### src/rtl/wp_seq_pkg.sv
package wp_seq_pkg;

  // Number of steps in the longest (release) sequence.
  localparam int NSTEP = 6;
  localparam int SW    = $clog2(NSTEP);

  // Positions 0..5 walk the command steps; the two tail states cover the
  // remainder of a window that opened for data or fell back to plain data.
  typedef enum logic [2:0] {
    ST_K0    = 3'd0,
    ST_K1    = 3'd1,
    ST_K2    = 3'd2,
    ST_K3    = 3'd3,
    ST_K4    = 3'd4,
    ST_K5    = 3'd5,
    ST_OPEN  = 3'd6,
    ST_PLAIN = 3'd7
  } wp_state_e;

endpackage

### src/rtl/wp_step_match.sv
module wp_step_match #(
  parameter int          AW       = 15,
  parameter int          DW       = 8,
  parameter logic [AW-1:0] ADDR_A = 15'h5555,
  parameter logic [AW-1:0] ADDR_B = 15'h2AAA,
  parameter logic [DW-1:0] KEY1   = 8'hAA,
  parameter logic [DW-1:0] KEY2   = 8'h55,
  parameter logic [DW-1:0] KEY_ON = 8'hA0,
  parameter logic [DW-1:0] KEY_X1 = 8'h80,
  parameter logic [DW-1:0] KEY_X2 = 8'h20
) (
  input  logic [AW-1:0]                addr,
  input  logic [DW-1:0]                data,
  output logic [wp_seq_pkg::NSTEP-1:0] hit,
  output logic                         hit_on
);
  import wp_seq_pkg::*;

  function automatic logic [AW-1:0] step_addr(input int i);
    return (i == 1 || i == 4) ? ADDR_B : ADDR_A;
  endfunction

  function automatic logic [DW-1:0] step_data(input int i);
    case (i)
      0, 3:    return KEY1;
      1, 4:    return KEY2;
      2:       return KEY_X1;
      default: return KEY_X2;
    endcase
  endfunction

  // One comparator per step of the release sequence.
  for (genvar g = 0; g < NSTEP; g++) begin : g_step
    localparam logic [AW-1:0] EA = step_addr(g);
    localparam logic [DW-1:0] ED = step_data(g);
    assign hit[g] = (addr == EA) && (data == ED);
  end

  // Third step alternative that completes the unlock prefix.
  assign hit_on = (addr == ADDR_A) && (data == KEY_ON);

endmodule

### src/rtl/wp_seq_fsm.sv
module wp_seq_fsm (
  input  logic                         clk,
  input  logic                         rst,
  input  logic                         ld_stb,
  input  logic                         win_end,
  input  logic                         lock,
  input  logic [wp_seq_pkg::NSTEP-1:0] hit,
  input  logic                         hit_on,
  output logic                         cmd_c,
  output logic                         commit_c,
  output logic                         req_on,
  output logic                         req_off
);
  import wp_seq_pkg::*;

  wp_state_e      state, nxt;
  logic           pend_on, pend_off;
  logic           got_on, got_off;
  logic [SW-1:0]  step_idx;

  assign step_idx = state[SW-1:0];

  always_comb begin
    nxt      = state;
    cmd_c    = 1'b0;
    commit_c = 1'b0;
    got_on   = 1'b0;
    got_off  = 1'b0;
    if (ld_stb) begin
      case (state)
        ST_OPEN:  commit_c = 1'b1;
        ST_PLAIN: commit_c = !lock;
        default: begin
          if (state == ST_K2 && hit_on) begin
            cmd_c  = 1'b1;
            got_on = 1'b1;
            nxt    = ST_OPEN;
          end else if (hit[step_idx]) begin
            cmd_c = 1'b1;
            if (state == ST_K5) begin
              got_off = 1'b1;
              nxt     = ST_OPEN;
            end else begin
              nxt = wp_state_e'(state + 3'd1);
            end
          end else begin
            commit_c = !lock;
            nxt      = ST_PLAIN;
          end
        end
      endcase
    end
  end

  always_ff @(posedge clk) begin
    if (rst) begin
      state    <= ST_K0;
      pend_on  <= 1'b0;
      pend_off <= 1'b0;
    end else if (win_end) begin
      state    <= ST_K0;
      pend_on  <= 1'b0;
      pend_off <= 1'b0;
    end else if (ld_stb) begin
      state    <= nxt;
      pend_on  <= pend_on  | got_on;
      pend_off <= pend_off | got_off;
    end
  end

  assign req_on  = win_end && (pend_on  || got_on);
  assign req_off = win_end && (pend_off || got_off);

  // one window stages at most one kind of lock change.
  a_r4_single_pending: assert property (@(posedge clk) disable iff (rst)
    !(pend_on && pend_off));

  // once a window falls back to plain data it never masks again.
  a_r8_plain_sticky: assert property (@(posedge clk) disable iff (rst)
    (state == ST_PLAIN && !win_end) |=> (state == ST_PLAIN));

endmodule

### src/rtl/wp_lock_reg.sv
module wp_lock_reg (
  input  logic clk,
  input  logic por,
  input  logic req_on,
  input  logic req_off,
  output logic lock
);

  // Cleared only by power-on reset; survives the ordinary reset.
  always_ff @(posedge clk) begin
    if (por)          lock <= 1'b0;
    else if (req_off) lock <= 1'b0;
    else if (req_on)  lock <= 1'b1;
  end

endmodule

### src/rtl/wp_seq_detect.sv
module wp_seq_detect #(
  parameter int            AW     = 15,
  parameter int            DW     = 8,
  parameter logic [AW-1:0] ADDR_A = 15'h5555,
  parameter logic [AW-1:0] ADDR_B = 15'h2AAA
) (
  input  logic          clk,
  input  logic          rst,
  input  logic          por,
  input  logic          ld_stb,
  input  logic [AW-1:0] ld_addr,
  input  logic [DW-1:0] ld_data,
  input  logic          win_end,
  output logic          lock,
  output logic          vrd_vld,
  output logic          commit_en,
  output logic          cmd_mask
);
  import wp_seq_pkg::*;

  logic [NSTEP-1:0] hit;
  logic             hit_on;
  logic             cmd_c, commit_c, req_on, req_off;

  wp_step_match #(
    .AW(AW), .DW(DW), .ADDR_A(ADDR_A), .ADDR_B(ADDR_B)
  ) u_match (
    .addr   (ld_addr),
    .data   (ld_data),
    .hit    (hit),
    .hit_on (hit_on)
  );

  wp_seq_fsm u_fsm (
    .clk      (clk),
    .rst      (rst),
    .ld_stb   (ld_stb),
    .win_end  (win_end),
    .lock     (lock),
    .hit      (hit),
    .hit_on   (hit_on),
    .cmd_c    (cmd_c),
    .commit_c (commit_c),
    .req_on   (req_on),
    .req_off  (req_off)
  );

  wp_lock_reg u_lock (
    .clk     (clk),
    .por     (por),
    .req_on  (req_on),
    .req_off (req_off),
    .lock    (lock)
  );

  always_ff @(posedge clk) begin
    if (rst) begin
      vrd_vld   <= 1'b0;
      commit_en <= 1'b0;
      cmd_mask  <= 1'b0;
    end else begin
      vrd_vld   <= ld_stb;
      commit_en <= commit_c;
      cmd_mask  <= cmd_c;
    end
  end

  // a verdict only ever follows a strobe.
  a_r2_vld_after_stb: assert property (@(posedge clk) disable iff (rst)
    (vrd_vld || commit_en || cmd_mask) |-> $past(ld_stb));

  // a byte is never both withheld and committed.
  a_r11_exclusive: assert property (@(posedge clk) disable iff (rst)
    !(cmd_mask && commit_en));

  // with the lock clear, a non-command byte is committed.
  a_r7_open_commit: assert property (@(posedge clk) disable iff (rst || por)
    (vrd_vld && !cmd_mask && !$past(lock)) |-> commit_en);

  // the lock moves only in the cycle after a window closes.
  a_r10_lock_at_end: assert property (@(posedge clk) disable iff (por)
    !$stable(lock) |-> $past(win_end));

endmodule

### config.mk
export PLATFORM = sky130hd
export DESIGN_NAME = wp_seq_detect
export DESIGN_NICKNAME = d
export VERILOG_FILES = /design/src/rtl/wp_seq_pkg.sv /design/src/rtl/wp_step_match.sv /design/src/rtl/wp_seq_fsm.sv /design/src/rtl/wp_lock_reg.sv /design/src/rtl/wp_seq_detect.sv
export SDC_FILE = /design/constraint.sdc
export NUM_CORES = 1
export LEC_CHECK = 0
export ABC_AREA = 1
export BUFFER_PORTS_ARGS = -buffer_cell sky130_fd_sc_hd__buf_2
export CAP_MARGIN = 0
export CELL_PAD_IN_SITES_DETAIL_PLACEMENT = 0
export CELL_PAD_IN_SITES_GLOBAL_PLACEMENT = 1
export CORE_ASPECT_RATIO = 0.5
export CORE_MARGIN = 1.5
export CORE_UTILIZATION = 28
export CTS_CLUSTER_DIAMETER = 60
export CTS_CLUSTER_SIZE = 40
export DETAILED_ROUTE_END_ITERATION = 7
export GPL_TIMING_DRIVEN = 0
export PLACE_DENSITY = 0.76
export SLEW_MARGIN = 20
export SYNTH_ARGS = -nofsm -noshare
export SYNTH_HDL_FRONTEND = slang
export SYNTH_HIERARCHICAL = 1
export SYNTH_SLANG_ARGS = --single-unit
### constraint.sdc
create_clock -name clk -period 1.4 [get_ports clk]
set_input_delay 0.21 -clock clk [delete_from_list [all_inputs] [get_ports clk]]
set_output_delay 0.21 -clock clk [all_outputs]
set_load 0.01 [all_outputs]
Word-level counts from Yosys, hierarchy flattened
Cells that the tools add are included.
{"block": "word_totals", "inputBits": 28, "ff_bits": 9, "output_inout_bits": 4, "word_cells": 59}
{"block": "classes", "muxes": 18, "n_eq_ne": 11, "reduce_logical": 17, "addsub": 1, "n_bitwise": 4, "order_cmp": 1}
{"operator": "$eq 8x8->1 const B", "n": 3}
{"operator": "$eq 15x14->1 const B", "n": 1}
{"operator": "$eq 15x15->1 const B", "n": 1}
{"operator": "$mux 1", "n": 13}
{"operator": "$eq 3x3->1 const B", "n": 3}
{"operator": "$mux 3", "n": 3}
{"operator": "$eq 8x6->1 const B", "n": 1}
{"operator": "$eq 8x7->1 const B", "n": 1}
{"operator": "$logic_and 1x1->1", "n": 8}
{"operator": "$reduce_or 2->1", "n": 4}
{"operator": "$lt 3x4->1 const B", "n": 1}
{"operator": "$reduce_or 4->1", "n": 1}
{"operator": "$add 3x1->3 const B", "n": 1}
{"operator": "$bmux 1 s3", "n": 1}
{"operator": "$eq 3x2->1 const B", "n": 1}
{"operator": "$logic_or 1x1->1", "n": 2}
{"operator": "$not 1->1", "n": 2}
{"operator": "$or 1x1->1", "n": 2}
{"operator": "$pmux 1 s2", "n": 1}
{"operator": "$reduce_and 2->1", "n": 1}
{"operator": "$logic_not 1->1", "n": 1}

Depth between registers and ports, before layout
Gate-level depths: netlist of run 1.
{"block": "logic_depth", "ltp_word": 11, "depth_mapped": 18, "mapped_depth_nobuf": 17}

Cells and area by module
The synthesis of run 1 kept the hierarchy.
{"module": "wp_seq_fsm", "area_per_inst_um2": 432.9, "n_inst": 1, "seq_area_each_um2": 100.1, "cells_each": 65}
{"module": "wp_step_match", "area_per_inst_um2": 280.3, "n_inst": 1, "seq_area_each_um2": 0.0, "cells_each": 68}
{"module": "wp_seq_detect", "area_per_inst_um2": 82.6, "n_inst": 1, "seq_area_each_um2": 60.1, "cells_each": 9}
{"module": "wp_lock_reg", "area_per_inst_um2": 38.8, "n_inst": 1, "seq_area_each_um2": 20.0, "cells_each": 6}

Least setup slack after synthesis of run 1
Ideal clock, no wire load.
{"block": "synth_path", "kind": "register to register", "from": "register u_fsm.state[0]", "to": "register u_lock.lock", "path_stages_with_launch": 11, "synth_period_minus_slack_ns": 1.493, "path_buffers": 0, "setup_slack_ns": -0.093, "setup_ns": 0.113, "arrival_ns": 1.380, "required_time_ns": 1.287, "cell_sequence": "dfxtp_1 inv_2 ha_1 a21oi_4 nand2_1 inv_2 nand3_2 a21oi_1 inv_2 nand2_1 nor2_1"}
{"block": "synth_via", "elab_chain_len": 9, "elab_cells_between_ends": 21, "classes_between": "eq/ne (4); mux (10); reduce/logical (7)"}
{"element": "start, declared", "line": "wp_seq_fsm.sv:16", "rtl": "wp_state_e state, nxt;"}
{"element": "start signal, assigned", "line": "wp_seq_fsm.sv:65", "rtl": "state <= nxt;"}
{"element": "$bmux 1 s3 or $eq 3x3->1 (tied branches)", "line": "wp_seq_fsm.sv:38, wp_seq_fsm.sv:40"}
{"element": "$mux 1 (on tied branches)", "line": "wp_seq_fsm.sv:38, wp_seq_fsm.sv:40"}
{"element": "$mux 1", "line": "wp_seq_fsm.sv:38", "rtl": "end else if (hit[step_idx]) begin"}
{"element": "$mux 1", "line": "wp_seq_fsm.sv:34", "rtl": "if (state == ST_K2 && hit_on) begin"}
{"element": "$mux 1 (*)", "line": "wp_seq_fsm.sv:30", "rtl": "case (state)"}
{"element": "$mux 1 (*)", "line": "wp_seq_fsm.sv:29", "rtl": "if (ld_stb) begin"}
{"element": "$logic_or 1x1->1 (*)", "line": "wp_seq_fsm.sv:72", "rtl": "assign req_off = win_end && (pend_off || got_off);"}
{"element": "$logic_and 1x1->1 (*)", "line": "wp_seq_fsm.sv:72"}
{"element": "net req_off", "line": "wp_seq_detect.sv:23", "rtl": "logic cmd_c, commit_c, req_on, req_off;"}
{"element": "$reduce_or 2->1 (no source line) (*)"}
{"element": "end signal, assigned", "line": "wp_lock_reg.sv:11", "rtl": "if (por) lock <= 1'b0;"}
{"element": "end signal, assigned", "line": "wp_lock_reg.sv:12", "rtl": "else if (req_off) lock <= 1'b0;"}
{"element": "end signal, assigned", "line": "wp_lock_reg.sv:13", "rtl": "else if (req_on) lock <= 1'b1;"}
{"element": "end, declared", "line": "wp_lock_reg.sv:6", "rtl": "output logic lock"}
The timed path passes the listed nets; every way through them passes the cells marked *. The select of a mux whose other input is x is not followed.
A chain may end at the register's enable or synchronous reset.

Final worst setup path of run 1
Ends and elaborated chain as after synthesis.

==> impl_metrics.env, run 1 <==
export IMPL_place_gp_congestion=0.785
export IMPL_regArea_um2=185
export IMPL_tightest_slew_ns=0.269
export IMPL_violations="setup timing"
export IMPL_hold_violations=0
export IMPL_overflow=0
export IMPL_drt_wirelength_per_cell_um=8.90
export IMPL_dr_total_vias=935
export IMPL_cp_max_fo=4
export IMPL_mostFrequentLayoutCells="nand2_1 (32), inv_1 (28), buf_2 (28)"
export IMPL_insertion_delay_ns=0.24
export IMPL_dieArea_um2=3340
export IMPL_worstPathRequired_ns=1.53
export IMPL_synth_top_area_cell="dfxtp_1"
export IMPL_endpoint_kind="register"
export IMPL_critPathLaunchType="register"
export IMPL_viasPerCell=4.17
export IMPL_synth_area_leaders="dfxtp_1 (22%), nand2_1 (17%), inv_1 (14%), nor2_1 (14%), ha_1 (6.0%)"
export IMPL_yosys_mux_area_fraction_pct=0
export IMPL_clock_skew_ns=0.00116
export IMPL_finalSetupViolCount=1
export IMPL_arrival_ns=1.54
export IMPL_synthDistinctLibCells=22
export IMPL_hpwlAfterDp_um=1490
export IMPL_initial_core_util_pct=30.7
export IMPL_max_slew_margin_rel_pct=82.0
export IMPL_crit_family="flip-flops"
export IMPL_ant_nets=0
export IMPL_syn_avg_cell_area_um2=5.64
export IMPL_worst_slack_ns=-0.0118
export IMPL_synth_top_family_by_area="simple AND/OR/NAND/NOR gates"
export IMPL_synth_top_area_share_pct=21.6
export IMPL_final_layout_size_suffix_gt1_share_pct=42.2
export IMPL_portBuffers=31
export IMPL_syn_to_final_growth_pct=47.1
export IMPL_fin_crit_ns=1.41
export IMPL_drt_iter0_drc=13
export IMPL_grt_usage_pct=12.3
export IMPL_drc=0
export IMPL_maxSlewViolCount=0
export IMPL_cts_root_buf="clkbuf_8"
export IMPL_hold_class="input port to register"
export IMPL_clock_sink_count=9
export IMPL_finalWirelength_um=1990
export IMPL_grt_pass1_vias=805
export IMPL_multi_input_area_um2=579
export IMPL_status="finished with violations"
export IMPL_cts_reportedPaths_clkPinSlew_ns=0.05
export IMPL_worst_setup_path_type="register to register"
export IMPL_slowest_delay_ns=0.36
export IMPL_cts_tree="yes"
export IMPL_synthAdderAreaFrac_pct=6.00
export IMPL_synth_simple_area_share_pct=43.3
export IMPL_peakVddDrop_mv=0.334
export IMPL_die_w_um=80.2
export IMPL_ios=32
export IMPL_power_leakage_nw=0.622
export IMPL_period_share_pct=101
export IMPL_fp_coreArea_um2=2720
export IMPL_hold_buffers=0
export IMPL_cp_slowest_cell="dfxtp_4"
export IMPL_rsz0062_at_grt="true"
export IMPL_die_h_um=41.6
export IMPL_p_per_area_nw_per_um2=620
export IMPL_cts_made_buffers=3
export IMPL_synth_compound_area_share_pct=9.75
export IMPL_dp_slack_ns=-0.343
export IMPL_row_count=13
export IMPL_synthXorXnorAreaFrac_pct=0
export IMPL_seq_area_frac_synth_pct=21.6
export IMPL_syn_nets=180
export IMPL_mostFrequentLayoutCell="nand2_1"
export IMPL_h_tree_depth=1
export IMPL_fin_tns_setup_ns=-0.0118
export IMPL_grt_first_pass_wirelength_um=3130
export IMPL_synthesis_area_um2=835
export IMPL_clk_path_buf_depth=2
export IMPL_dr_pass1_iters=4
export IMPL_antenna_found_initial=0
export IMPL_grt_max_degree=9
export IMPL_fmax_mhz=708
export IMPL_path_cells="ha_4, ha_4, a21oi_4, nand2_2, inv_2, nand3_4, a21oi_2, inv_2, nand2_2, nor2_1"
export IMPL_layout_nets=220
export IMPL_crit_buf_inv=2
export IMPL_postSynthCellCount=148
export IMPL_synth_warning_count=6
export IMPL_num_antenna_cells=0
export IMPL_maxCapViolCount=0
export IMPL_fillers=307
export IMPL_ys_ff_latch=9
==> metal layers <==
metal  track usage, %  routed length [µm]  part of all wire [%]  up-vias
li1                 -                   -                     -      513
met1             14.2                 917                    46      402
met2             21.2                 968                    49       18
met3             2.86                  85                   4.3        2
met4             6.21                  21                   1.1        0
met5                0                   0                     0        -
==> worst register-to-register path, cell delays in order (launching register included) <==
cell	delay, ns
dfxtp_4	0.36
ha_4	0.17
ha_4	0.15
a21oi_4	0.12
nand2_2	0.08
inv_2	0.10
nand3_4	0.08
a21oi_2	0.13
inv_2	0.04
nand2_2	0.04
nor2_1	0.03
==> cells by family (layout without fill, tap and decap cells) <==
group                      Yosys count  after routing
AOI/OAI and AO/OA                   12             12
adders and majority gates            4              4
buffers and inverters               39             78
DFF                                  9              9
and+or+nand+nor                     84             84
==> flip-flops by register name (all words and copies together), names as in the netlist <==
register	flops
vrd_vld	1
cmd_mask	1
u_fsm/pend_off	1
commit_en	1
u_fsm/pend_on	1
u_fsm/state	3
u_lock/lock	1
==> what timing repair did <==
action,4_1_cts,5_1_grt
hold endpoints to repair,0,0
endpoints found under the setup margin,7,7
setup buffers,3,1
pin swaps,4,11
cloned,0,0
gates resized for setup,16,18
==> worst paths after layout <==
check | startpoint | end | slack, ns | cells past startpoint
worst min-delay path | rst | cmd_mask$_SDFF_PP0_ | 0.19 | 2
worst max register to register | u_fsm/state[0]$_SDFFE_PP0P_ | u_lock/lock$_SDFFE_PP0P_ | -0.01 | 10
worst min register to register | u_fsm/pend_on$_SDFFE_PP0P_ | u_fsm/pend_on$_SDFFE_PP0P_ | 0.46 | 2
worst max-delay path | u_fsm/state[0]$_SDFFE_PP0P_ | u_lock/lock$_SDFFE_PP0P_ | -0.01 | 10
==> power breakdown <==
group / switching [mW] / internal (mW) / total [mW]
logic: 0.0944 / 0.0847 / 0.179
registers: 0.00843 / 0.265 / 0.273
clock network: 0.110 / 0.199 / 0.309
total: 0.212 / 0.549 / 0.761
==> cell usage after synthesis <==
| master | number |
|---|---|
| nand3_2 | 2 |
| ha_1 | 4 |
| nand2_2 | 2 |
| nand3b_1 | 1 |
| inv_1 | 32 |
| nand3_1 | 1 |
| nand2_1 | 37 |
| o211ai_2 | 1 |
| a21oi_1 | 4 |
| nor2_2 | 3 |
| o21ai_1 | 1 |
| or2_1 | 1 |
| buf_6 | 1 |
| a21oi_4 | 1 |
| nand2_4 | 1 |
| nor2_1 | 31 |
| nor3_1 | 5 |
| inv_2 | 4 |
| buf_4 | 2 |
| a31oi_1 | 2 |
| dfxtp_1 | 9 |
| o21ai_0 | 3 |
==> layout make-up <==
cell class / count / area share [%]
Multi-Input combinational cell: 100 / 47.2
Inverter: 36 / 11.2
Sequential cell: 9 / 15.1
Clock buffer: 4 / 3.67
Timing Repair Buffer: 35 / 16.9
Tap cell: 37 / 3.77
Buffer: 3 / 2.14
==> per-stage QoR <==
| stage | area (µm²) | power [mW] | cells | util (%) | hold WS [ns] |
|---|---|---|---|---|---|
| 2_1_floorplan | 840 | 0.358 | 148 | - | 0.281 |
| 3_3_place_gp | 1040 | 0.422 | 216 | 38.3 | 0.423 |
| 3_5_place_dp | 1040 | 0.422 | 216 | 38.3 | 0.426 |
| 4_1_cts | 1170 | 0.752 | 223 | 43.1 | 0.178 |
| 5_1_grt | 1230 | 0.809 | 224 | 45.2 | 0.205 |
| 6_report | 1230 | 0.761 | 224 | 45.2 | 0.188 |
(Power assumes the default switching activity.)
==> inputs of run 2 (changes only) <==
Settings changed: CORE_ASPECT_RATIO 0.5 to default, CORE_UTILIZATION 28 to 35, CTS_BUF_LIST from default to sky130_fd_sc_hd__clkbuf_2 sky130_fd_sc_hd__clkbuf_4 sky130_fd_sc_hd__clkbuf_8, PLACE_DENSITY 0.76 to 0.88, REMOVE_ABC_BUFFERS from default to 1.
Clock period 1.4 ns to 1.71 ns, I/O delays scaled along.
==> impl_metrics.env, run 2 (synthesized netlist as in run 1, its figures left out) <==
export IMPL_period_share_pct=91.8
export IMPL_clock_sink_count=9
export IMPL_clk_path_buf_depth=2
export IMPL_fmax_mhz=637
export IMPL_cts_reportedPaths_clkPinSlew_ns=0.06
export IMPL_grt_usage_pct=13.6
export IMPL_mostFrequentLayoutCells="nand2_1 (37), inv_1 (32), nor2_1 (31), buf_2 (31), dfxtp_1 (7)"
export IMPL_fin_cells=208
export IMPL_final_layout_size_suffix_gt1_share_pct=28.3
export IMPL_syn_to_final_growth_pct=23.8
export IMPL_regMostFlops="u_fsm/state"
export IMPL_worstHoldStart="rst"
export IMPL_row_count=17
export IMPL_h_tree_depth=1
export IMPL_drt_wirelength_per_cell_um=8.53
export IMPL_endpoint_kind="register"
export IMPL_min_path_cells=2
export IMPL_p_per_area_nw_per_um2=497
export IMPL_cts_tree="yes"
export IMPL_worstPathRequired_ns=1.86
export IMPL_grt_first_pass_wirelength_um=2860
export IMPL_place_area_um2=998
export IMPL_max_slew_margin_rel_pct=83.2
export IMPL_dr_pass1_iters=4
export IMPL_mostFrequentLayoutCell="nand2_1"
export IMPL_place_gp_congestion=0.835
export IMPL_overflow=0
export IMPL_hold_violations=0
export IMPL_power_leakage_nw=0.578
export IMPL_hold_buffers=0
export IMPL_status="finished clean"
export IMPL_rr_worst_depth=10
export IMPL_cts_root_buf="clkbuf_4"
export IMPL_tightest_slew_ns=0.251
export IMPL_ios=32
export IMPL_reg2reg_to="u_lock/lock$_SDFFE_PP0P_"
export IMPL_path_cells="ha_1, ha_1, a21oi_4, nand2_1, inv_2, nand3_2, a21oi_1, inv_2, nand2_1, nor2_1"
export IMPL_grt_pass1_vias=786
export IMPL_insertion_delay_ns=0.26
export IMPL_cts_made_buffers=3
export IMPL_maxSlewViolCount=0
export IMPL_hold_class="input port to register"
export IMPL_finalSetupViolCount=0
export IMPL_slowest_delay_ns=0.36
export IMPL_fin_util_pct=46.3
export IMPL_drt_iter0_drc=14
export IMPL_num_antenna_cells=0
export IMPL_arrival_ns=1.72
export IMPL_fillers=255
export IMPL_antenna_found_initial=0
export IMPL_stdcell_area_um2=1030
export IMPL_regArea_um2=185
export IMPL_dieArea_um2=2690
export IMPL_die_w_um=51.8
export IMPL_cp_slowest_cell="dfxtp_4"
export IMPL_grt_max_degree=10
export IMPL_die_h_um=51.8
export IMPL_viasPerCell=4.37
export IMPL_cp_max_fo=7
export IMPL_hpwlAfterDp_um=1490
export IMPL_dr_total_vias=909
export IMPL_initial_core_util_pct=37.4
export IMPL_layout_nets=213
export IMPL_worst_setup_path_type="register to register"
export IMPL_dp_slack_ns=-0.109
export IMPL_fin_tns_setup_ns=0
export IMPL_worst_slack_ns=0.140
export IMPL_peakVddDrop_mv=0.582
export IMPL_finalPower_mw=0.514
export IMPL_critPathLaunchType="register"
export IMPL_whs_endpoint="commit_en$_SDFF_PP0_"
export IMPL_ant_nets=0
export IMPL_worstReg2RegStart="u_fsm/state[0]$_SDFFE_PP0P_"
export IMPL_clock_skew_ns=0.00980
export IMPL_finalWirelength_um=1780
export IMPL_whs_ns=0.197
export IMPL_placed_cells=204
export IMPL_largest_reg_flops=3
export IMPL_portBuffers=31
export IMPL_rsz0062_at_grt="false"
export IMPL_r2r_slack_ns=0.14
export IMPL_fin_crit_ns=1.57
export IMPL_fp_coreArea_um2=2230
export IMPL_maxCapViolCount=0
export IMPL_drc=0
export IMPL_multi_input_area_um2=493
[run 2: power by group]
part	internal [mW]	total, mW	switching (mW)	leakage, nW
Sequential	0.216	0.224	0.00760	0.0746
Clock	0.105	0.175	0.0697	0.0184
Combinational	0.0503	0.115	0.0647	0.485
[run 2: worst max path at each step]
stage | from | endpoint | cells past startpoint | slack, ns
after floorplan | ld_addr[3] | u_lock/lock$_SDFFE_PP0P_ | 15 | 0.20
after global placement | ld_addr[7] | u_lock/lock$_SDFFE_PP0P_ | 17 | -0.05
after detailed placement | ld_addr[7] | u_lock/lock$_SDFFE_PP0P_ | 17 | -0.11
after CTS | u_fsm/state[0]$_SDFFE_PP0P_ | u_lock/lock$_SDFFE_PP0P_ | 10 | 0.03
after global routing | u_fsm/state[0]$_SDFFE_PP0P_ | u_lock/lock$_SDFFE_PP0P_ | 10 | 0.01
final | u_fsm/state[0]$_SDFFE_PP0P_ | u_lock/lock$_SDFFE_PP0P_ | 10 | 0.14
[run 2: worst max-delay path: cells and delay by family (launching register included)]
kind / cells / cell delay, ns
DFF: 1 / 0.36
adders and majority gates: 2 / 0.41
and+or+nand+nor: 4 / 0.29
buffers and inverters: 2 / 0.15
AOI/OAI and AO/OA: 2 / 0.28
[run 2: area by class of cell]
class / instances / share of cell area [%]
clock buffers: 4 / 2.91
flip-flops and latches: 9 / 17.9
repair buffers: 31 / 15.0
inverters: 36 / 13.1
well taps: 28 / 3.39
multi-input cells: 100 / 47.7
[run 2: routing by layer]
| layer | wire length [µm] | vias to the layer above | GRT usage, % |
|---|---|---|---|
| met5 | 0 | - | 0 |
| li1 | - | 497 | - |
| met1 | 838 | 389 | 17.0 |
| met3 | 106 | 0 | 4.31 |
| met2 | 831 | 23 | 24.1 |
| met4 | 0 | 0 | 0 |
[run 2: timing repair]
item	4_1_cts	5_1_grt
setup endpoints to repair	0	3
gates resized for setup	0	3
buffers inserted	0	0
